File: config.mk
export PLATFORM = sky130hd
export DESIGN_NAME = rx_ring_mgr
export DESIGN_NICKNAME = d
export VERILOG_FILES = /design/src/rtl/rxring_pkg.sv /design/src/rtl/rxring_ctrl.sv /design/src/rtl/rxring_dp.sv /design/src/rtl/rx_ring_mgr.sv
export SDC_FILE = /design/constraint.sdc
export NUM_CORES = 1
export LEC_CHECK = 0
export BUFFER_PORTS_ARGS = -buffer_cell sky130_fd_sc_hd__buf_2
export CORE_ASPECT_RATIO = 0.7
export CORE_UTILIZATION = 50
export CTS_CLUSTER_SIZE = 12
export DETAILED_ROUTE_END_ITERATION = 16
export HOLD_SLACK_MARGIN = 0.08
export PLACE_DENSITY = 0.76
export RECOVER_POWER = 50
export SLEW_MARGIN = 5
export SYNTH_ARGS = -nofsm -noshare
export SYNTH_HDL_FRONTEND = slang
export SYNTH_SLANG_ARGS = --single-unit
File: constraint.sdc
create_clock -name clk -period 5.2 [get_ports clk]
set_clock_uncertainty 0.2 [all_clocks]
set_input_delay 0.26 -clock clk [delete_from_list [all_inputs] [get_ports clk]]
set_output_delay 0.26 -clock clk [all_outputs]
set_load 0.05 [all_outputs]
File: src/rtl/rxring_pkg.sv
package rxring_pkg;
  typedef struct packed {
    logic ldStart;
    logic incOff;
    logic advPage;
    logic commitEnd;
  } ringStrobe_t;

  typedef struct packed {
    logic offMax;
    logic offZero;
    logic advHit;
  } ringFlag_t;

  typedef enum logic [1:0] {RING_IDLE, RING_RECV, RING_DROP} ringState_t;
endpackage

File: src/rtl/rxring_ctrl.sv
module rxring_ctrl
  import rxring_pkg::*;
(
  input  logic        clk,
  input  logic        rstN,
  input  logic        pktStart,
  input  logic        byteWr,
  input  logic        pktEnd,
  input  ringFlag_t   flags,
  output ringStrobe_t strobe,
  output logic        busy,
  output logic        overflow
);
  ringState_t state, stateNxt;
  logic setOvf;

  always_comb begin
    strobe   = '0;
    stateNxt = state;
    setOvf   = 1'b0;
    if (pktStart) begin
      strobe.ldStart = 1'b1;
      stateNxt = RING_RECV;
    end else if (pktEnd) begin
      if (state == RING_RECV) begin
        if (!flags.offZero && flags.advHit) setOvf = 1'b1;
        else strobe.commitEnd = 1'b1;
      end
      stateNxt = RING_IDLE;
    end else if (byteWr && state == RING_RECV) begin
      if (!flags.offMax) begin
        strobe.incOff = 1'b1;
      end else if (flags.advHit) begin
        setOvf   = 1'b1;
        stateNxt = RING_DROP;
      end else begin
        strobe.advPage = 1'b1;
      end
    end
  end

  always_ff @(posedge clk) begin
    if (!rstN) begin
      state    <= RING_IDLE;
      overflow <= 1'b0;
    end else begin
      state <= stateNxt;
      if (pktStart) overflow <= 1'b0;
      else if (setOvf) overflow <= 1'b1;
    end
  end

  assign busy = (state != RING_IDLE);
endmodule

File: src/rtl/rxring_dp.sv
module rxring_dp
  import rxring_pkg::*;
#(
  parameter int PAGE_W = 8,
  parameter int OFF_W  = 8,
  localparam int ADDR_W = PAGE_W + OFF_W
) (
  input  logic              clk,
  input  logic              rstN,
  input  logic [PAGE_W-1:0] pageStart,
  input  logic [PAGE_W-1:0] pageStop,
  input  logic [PAGE_W-1:0] boundary,
  input  ringStrobe_t       strobe,
  input  logic              busy,
  output ringFlag_t         flags,
  output logic [PAGE_W-1:0] curPage,
  output logic [ADDR_W-1:0] wrAddr
);
  logic [PAGE_W-1:0] wrPage, nxtPage;
  logic [OFF_W-1:0]  offset;
  logic [PAGE_W:0]   pageInc;

  assign pageInc = {1'b0, wrPage} + 1'b1;
  assign nxtPage = (pageInc == {1'b0, pageStop}) ? pageStart : pageInc[PAGE_W-1:0];

  assign flags.offMax  = &offset;
  assign flags.offZero = (offset == '0);
  assign flags.advHit  = (nxtPage == boundary);

  always_ff @(posedge clk) begin
    if (!rstN) begin
      curPage <= pageStart;
      wrPage  <= pageStart;
      offset  <= '0;
    end else begin
      if (strobe.ldStart) begin
        wrPage <= curPage;
        offset <= '0;
      end
      if (strobe.incOff) offset <= offset + 1'b1;
      if (strobe.advPage) begin
        wrPage <= nxtPage;
        offset <= '0;
      end
      if (strobe.commitEnd) curPage <= flags.offZero ? wrPage : nxtPage;
    end
  end

  assign wrAddr = busy ? {wrPage, offset} : {curPage, {OFF_W{1'b0}}};
endmodule

File: src/rtl/rx_ring_mgr.sv
module rx_ring_mgr
  import rxring_pkg::*;
#(
  parameter int PAGE_W = 8,
  parameter int OFF_W  = 8,
  localparam int ADDR_W = PAGE_W + OFF_W
) (
  input  logic              clk,
  input  logic              rstN,
  input  logic [PAGE_W-1:0] pageStart,
  input  logic [PAGE_W-1:0] pageStop,
  input  logic [PAGE_W-1:0] boundary,
  input  logic              pktStart,
  input  logic              byteWr,
  input  logic              pktEnd,
  output logic [ADDR_W-1:0] wrAddr,
  output logic [PAGE_W-1:0] curPage,
  output logic              overflow
);
  ringStrobe_t strobe;
  ringFlag_t   flags;
  logic        busy;

  rxring_ctrl u_ctrl (
    .clk(clk), .rstN(rstN), .pktStart(pktStart), .byteWr(byteWr), .pktEnd(pktEnd),
    .flags(flags), .strobe(strobe), .busy(busy), .overflow(overflow)
  );

  rxring_dp #(.PAGE_W(PAGE_W), .OFF_W(OFF_W)) u_dp (
    .clk(clk), .rstN(rstN), .pageStart(pageStart), .pageStop(pageStop),
    .boundary(boundary), .strobe(strobe), .busy(busy), .flags(flags),
    .curPage(curPage), .wrAddr(wrAddr)
  );
endmodule

==> results.py, run 1 <==
metrics = {
    "status": {
        "outcome": "finished clean",
    },
    "grt": {
        "antenna_found_initial": 0,
        "grt_first_pass_wirelength_um": 9039,
        "grtUsageTotal": 0.2538,
        "gr-usage-met1": 0.4049,
        "grt_pass1_vias": 1762,
        "grt_use_met3": 0.05354,
        "grt_max_degree": 27,
        "top_usage_layer": "met1",
        "overflow": 0,
        "met2_usage": 0.3536,
    },
    "setup_path": {
        "crit_path_top_delay_cell": "nor4_4",
        "crit_family": "simple AND/OR/NAND/NOR gates",
        "crit_buf_inv": 0,
        "crit_path_max_fanout": 17,
        "slowest_delay_ps": 790,
        "critPathRequiredTime_ps": 4880,
        "crit_chain": "ha_1 > nand3_1 > xnor2_1 > o211ai_1 > nor4_4 > mux2i_1 > xor2_1 > nand4b_1 > o21ai_4 > nand2b_1",
        "critical_path_class": "flop to flop",
        "startpoint_type": "flop",
        "cp-end-kind": "flop",
        "worst_ep_arrival_time_ps": 4320,
    },
    "yosys": {
        "synth_cell_types": 50,
        "ys_top_cells_by_area": "edfxtp_1 22%, dfxtp_1 9.9%, xnor2_1 6.7%, xor2_1 6.7%, nor2_1 5.8%",
        "ys_top_cells_by_count": "34 x nor2_1, 17 x xnor2_1, 17 x xor2_1",
        "synthCells": 254,
        "synthArstFlopShare": 0,
        "synth_seq_area_share": 0.3160,
        "synth_area_per_cell_um2": 8.729,
        "synth_top_area_frac": 0.2167,
        "synth.most_common_cell": "nor2_1",
        "yosys_most_used_dff": "edfxtp_1",
        "synth_largest_area_cell": "edfxtp_1",
        "synth_edf_count": 16,
        "syn-num-nets": 286,
        "ys_warn_count": 0,
        "synth_area_um2": 2217,
        "ys_seq_elements": 27,
    },
    "layout": {
        "syn_to_final_growth_pct": 14.00,
        "final_nets": 337,
        "drive_gt1_frac": 0.1612,
        "num_antenna_cells": 0,
        "fillCellCount": 382,
    },
    "die": {
        "die-area_um2": 4709,
        "start_util": 0.5422,
        "die_w_um": 81.59,
        "rows": 19,
        "die_h_um": 57.72,
        "coreArea_um2": 4089,
        "io_pins": 54,
    },
    "worst_hold_path": {
        "hp-class": "input pin to flop",
    },
    "drt": {
        "vias_per_cell": 5.815,
        "wl_per_cell_um": 15.96,
        "wirelength_um": 5680,
        "initialDrtViolationCount": 211,
        "routed-via-count": 2070,
        "firstDrtPassIters": 5,
        "drcViolationCount": 0,
        "ant_nets": 0,
    },
    "clock_network": {
        "cts.repair.resized": 0,
        "htreeDepth": 1,
        "clock-sinks": 27,
        "clkLatencyLatePin_ps": 280,
        "cts_buffer_depth": 2,
        "root_buffer": "clkbuf_8",
        "cts_tree": "built",
        "cts_made_buffers": 3,
        "clkTransAtPathRegs_ps": 100,
    },
    "sta": {
        "slew_headroom": 0.4426,
        "layout_min_cycle_time_ps": 4642,
        "hold_viol": 0,
        "grt_setup_unrepaired": "no",
        "slew_violations": 0,
        "tns_ps": 0,
        "worst_slack_ps": 558.1,
        "finalSetupViolCount": 0,
        "finalCritPeriodShare": 0.8927,
        "tightestPinTransition_ps": 829.9,
        "fmax_mhz": 215.4,
    },
    "power_and_ir_drop": {
        "power.leakage_nw": 0.9547,
        "peakVddDrop_mv": 0.1628,
        "power_density_nw_per_um2": 229.9,
    },
    "run": {
        "maxCapViolations": 0,
    },
    "placed_design": {
        "io_buffers": 53,
        "place_ws_ps": 679.7,
        "dp_hpwl_um": 4214,
        "place.gp.congestion": 0.9250,
    },
}
==> power by group <==
part / leakage (nW) / total, mW / internal (mW) / switching, mW
Sequential: 0.250 / 0.260 / 0.242 / 0.0177
Clock: 0.0228 / 0.124 / 0.0551 / 0.0691
Combinational: 0.682 / 0.197 / 0.0685 / 0.128
==> state kept, by name (all words and copies together) (netlist names) <==
signal           flops
u_dp.offset          8
u_dp.curPage         8
u_ctrl.state         2
u_ctrl.overflow      1
u_dp.wrPage          8
==> final timing paths <==
kind / from / endpoint / slack (ps) / depth (start not counted)
hold reg to reg: u_ctrl.overflow / u_ctrl.overflow / 280 / 2
hold / removal: pageStart[4] / u_dp.wrPage[4] / 80 / 2
setup reg to reg: u_dp.wrPage[0] / u_dp.wrPage[1] / 560 / 10
setup / recovery: u_dp.wrPage[0] / u_dp.wrPage[1] / 560 / 10
==> per-layer routing <==
| layer | vias to the layer above | part of all wire |
|---|---|---|
| met5 | - | 0 |
| met4 | 0 | 0.0069 |
| met3 | 6 | 0.098 |
| met2 | 124 | 0.39 |
| met1 | 919 | 0.50 |
| li1 | 1021 | - |
==> cells by family (layout without fill, tap and decap cells) <==
family	count (synthesis)	count (layout)	synth area share
AOI/OAI and AO/OA	47	47	0.1501
DFF	27	27	0.3160
and+or+nand+nor	102	102	0.2500
adders and majority gates	3	3	0.01693
muxes	16	16	0.07675
buffers and inverters	24	74	0.04853
xor gates and xnor gates	35	35	0.1416
==> area by class of cell <==
type	instances	area, µm²	share of cell area
well taps	52	65.06	0.02574
clock buffers	4	45.04	0.01782
multi-input cells	203	1398	0.5530
repair buffers	59	277.8	0.1099
flip-flops and latches	27	700.7	0.2772
inverters	11	41.29	0.01634
==> worst register-to-register path: stages, from the launching register on <==
cell	delay [ps]
edfxtp_1	500
ha_1	380
nand3_1	180
xnor2_1	190
o211ai_1	210
nor4_4	790
mux2i_1	330
xor2_1	200
nand4b_1	250
o21ai_4	490
nand2b_1	520
==> placed cells by master, fill, tap and decap left out, types with 2 or more instances in the layout <==
cell / netlist / layout
buf_4: 1 / 2
inv_1: 11 / 11
dfxtp_1: 11 / 11
nor4b_1: 4 / 4
xor2_1: 17 / 17
and3_1: 10 / 10
a211o_1: 6 / 6
nor3_1: 4 / 4
nor2_1: 34 / 34
nand2b_1: 5 / 5
mux2_2: 8 / 8
buf_2: 4 / 29
o211ai_1: 1 / 2
o22ai_1: 6 / 6
o21ai_0: 7 / 7
nand2_1: 11 / 11
a22oi_1: 4 / 4
a21oi_1: 10 / 10
dlygate4sd3_1: 0 / 2
edfxtp_1: 16 / 16
clkbuf_8: 0 / 3
nor4_1: 4 / 4
ha_1: 3 / 3
clkbuf_1: 6 / 27
o31ai_1: 2 / 2
nand3_1: 11 / 11
mux2i_1: 8 / 8
nor2b_1: 8 / 8
xnor2_1: 17 / 17
nand4_1: 2 / 2
and2_1: 2 / 2
==> per-stage QoR <==
| step | instance area [µm²] | hold slack, ps | std cells | utilization | power (mW) |
|---|---|---|---|---|---|
| CTS | 2576 | 81.72 | 356 | 0.6300 | 0.5849 |
| global placement | 2511 | 262.6 | 350 | 0.6141 | 0.4615 |
| detailed placement | 2511 | 265.4 | 350 | 0.6141 | 0.4632 |
| global route | 2527 | 97.74 | 356 | 0.6181 | 0.6075 |
| floorplan | 2217 | 139.3 | 254 | - | 0.4130 |
| finish | 2527 | 75.74 | 356 | 0.6181 | 0.5811 |
==> repair_timing <==
item,in CTS,in global routing
endpoints found under the hold margin,2,0
hold buffers,2,0
setup endpoints to repair,0,0
setup buffers,0,0
Power figures use the tool's default switching activity.
==> inputs of run 2 (changes only) <==
Settings changed: CORE_MARGIN set to 3.
==> results.py, run 2 (same netlist as run 1, synthesis figures left out) <==
metrics = {
    "drt": {
        "vias_per_cell": 5.745,
        "firstDrtPassIters": 5,
        "routed-via-count": 2051,
        "wirelength_um": 5776,
        "ant_nets": 0,
        "wl_per_cell_um": 16.18,
        "drcViolationCount": 0,
        "initialDrtViolationCount": 378,
    },
    "power_and_ir_drop": {
        "power.leakage_nw": 0.9661,
        "intPower_mw": 0.3659,
        "peakVddDrop_mv": 0.1779,
        "power_mw": 0.5809,
        "power_frac_comb": 0.341,
        "p_switching_mw": 0.2149,
        "power_density_nw_per_um2": 228.1,
        "pwr-share-seq": 0.447,
        "pwr-share-clk": 0.211,
        "switching_share": 0.3700,
    },
    "setup_path": {
        "crit_buf_inv": 1,
        "cp-startpoint": "u_dp.wrPage[0]",
        "cp-end-kind": "flop",
        "startpoint_type": "flop",
        "crit_path_max_fanout": 18,
        "critical_path_class": "flop to flop",
        "path_depth": 11,
        "cp_common_cell": "xor2_1",
        "crit_path_top_delay_cell": "edfxtp_1",
        "rr_worst_depth": 11,
        "r2r_end": "u_dp.wrPage[5]",
        "worst_ep_arrival_time_ps": 4010,
        "reg2reg_slack_ps": 870,
        "crit_family": "simple AND/OR/NAND/NOR gates",
        "critPathCapture": "u_dp.wrPage[5]",
        "r2r-start": "u_dp.wrPage[0]",
        "crit_chain": "ha_1 > xor2_1 > nor2_1 > o221ai_1 > nor4_4 > buf_4 > mux2i_1 > xor2_1 > nand3_1 > o21ai_4 > nand2b_1",
        "critPathRequiredTime_ps": 4880,
        "slowest_delay_ps": 520,
    },
    "sta": {
        "slew_headroom": 0.5327,
        "finalCritPeriodShare": 0.8326,
        "grt_setup_unrepaired": "no",
        "tightestPinTransition_ps": 701.0,
        "hold-worst-slack_ps": 112.5,
        "worst_slack_ps": 870.7,
        "finalSetupViolCount": 0,
        "hold_viol": 0,
        "fmax_mhz": 231.0,
        "tns_ps": 0,
        "layout_min_cycle_time_ps": 4329,
        "slew_violations": 0,
    },
    "clock_network": {
        "postCtsSetupRepairBufs": 0,
        "root_buffer": "clkbuf_8",
        "htreeDepth": 1,
        "cts_tree": "built",
        "clkTransAtPathRegs_ps": 100,
        "cts_buffer_depth": 2,
        "cts_made_buffers": 3,
        "clock-sinks": 27,
        "clkLatencyLatePin_ps": 280,
    },
    "status": {
        "outcome": "finished clean",
    },
    "layout": {
        "num_antenna_cells": 0,
        "final_nets": 338,
        "final_cell_mix": "34 x nor2_1, 29 x buf_2, 25 x clkbuf_1, 17 x xnor2_1, 17 x xor2_1",
        "fillCellCount": 392,
        "final_common_cell": "nor2_1",
        "final_cells": 357,
        "syn_to_final_growth_pct": 14.84,
        "drive_gt1_frac": 0.1672,
        "largestRegisters": "u_dp.curPage x8, u_dp.offset x8, u_dp.wrPage x8",
    },
    "worst_hold_path": {
        "hold_start": "pageStart[2]",
        "holdPathStages": 2,
        "hp-class": "input pin to flop",
    },
    "die": {
        "coreArea_um2": 4089,
        "die_h_um": 61.72,
        "die-area_um2": 5282,
        "die_w_um": 85.59,
        "start_util": 0.5422,
        "rows": 19,
        "io_pins": 54,
    },
    "grt": {
        "grt_use_met3": 0.04216,
        "grt_first_pass_wirelength_um": 9039,
        "grt_pass1_vias": 1741,
        "overflow": 0,
        "antenna_found_initial": 0,
        "grt_max_degree": 27,
        "met2_usage": 0.3285,
        "top_usage_layer": "met1",
        "gr-usage-met1": 0.3374,
        "grtUsageTotal": 0.2181,
    },
    "placed_design": {
        "place.gp.congestion": 0.8829,
        "io_buffers": 53,
        "dpl.cell_count": 350,
        "place_ws_ps": 1002,
        "dp_hpwl_um": 4405,
    },
    "run": {
        "maxCapViolations": 0,
    },
}
==> run 2: how the worst min path moves through the flow <==
stage / end / slack (ps)
2_1_floorplan: u_ctrl.state[1] / 140
3_3_place_gp: u_ctrl.overflow / 260
3_5_place_dp: u_ctrl.overflow / 280
4_1_cts: u_dp.wrPage[3] / 100
5_1_grt: u_dp.wrPage[3] / 100
6_report: u_dp.wrPage[2] / 110
==> run 2: metrics by stage <==
step | cell area [µm²] | utilization
floorplan | 2217 | -
detailed placement | 2511 | 0.6141
global placement | 2511 | 0.6141
CTS | 2590 | 0.6334
global route | 2546 | 0.6227
finish | 2546 | 0.6227
==> run 2: power groups by stage <==
| stage | clock [mW] | combinational, mW | sequential (mW) |
|---|---|---|---|
| 2_1_floorplan | 0 | 0.140 | 0.273 |
| 4_1_cts | 0.126 | 0.203 | 0.259 |
| 3_5_place_dp | 0 | 0.200 | 0.264 |
| 5_1_grt | 0.135 | 0.213 | 0.262 |
| 6_report | 0.123 | 0.198 | 0.260 |
| 3_3_place_gp | 0 | 0.199 | 0.264 |
==> run 2: routing by layer <==
layer / wire, µm / vias to the layer above
met3: 458 / 0
met4: 0 / 0
met2: 2444 / 97
li1: - / 1014
met5: 0 / -
met1: 2873 / 940
==> run 2: what timing repair did <==
item,4_1_cts,5_1_grt
endpoints found under the hold margin,3,0
resized for setup,0,0
endpoints found under the setup margin,0,0
hold buffers,3,0
==> run 2: layout make-up <==
class | instances | area (µm²) | area share
Clock buffer | 3 | 41.29 | 0.01622
Timing Repair Buffer | 60 | 291.5 | 0.1145
Clock inverter | 1 | 7.507 | 0.002948
Inverter | 11 | 41.29 | 0.01622
Sequential cell | 27 | 700.7 | 0.2752
Tap cell | 52 | 65.06 | 0.02555
Multi-Input combinational cell | 203 | 1399 | 0.5494
==> run 2: worst register-to-register path: stages (launching register included) <==
cell	delay, ps
edfxtp_1	520
ha_1	400
xor2_1	160
nor2_1	110
o221ai_1	230
nor4_4	320
buf_4	270
mux2i_1	320
xor2_1	210
nand3_1	210
o21ai_4	470
nand2b_1	500
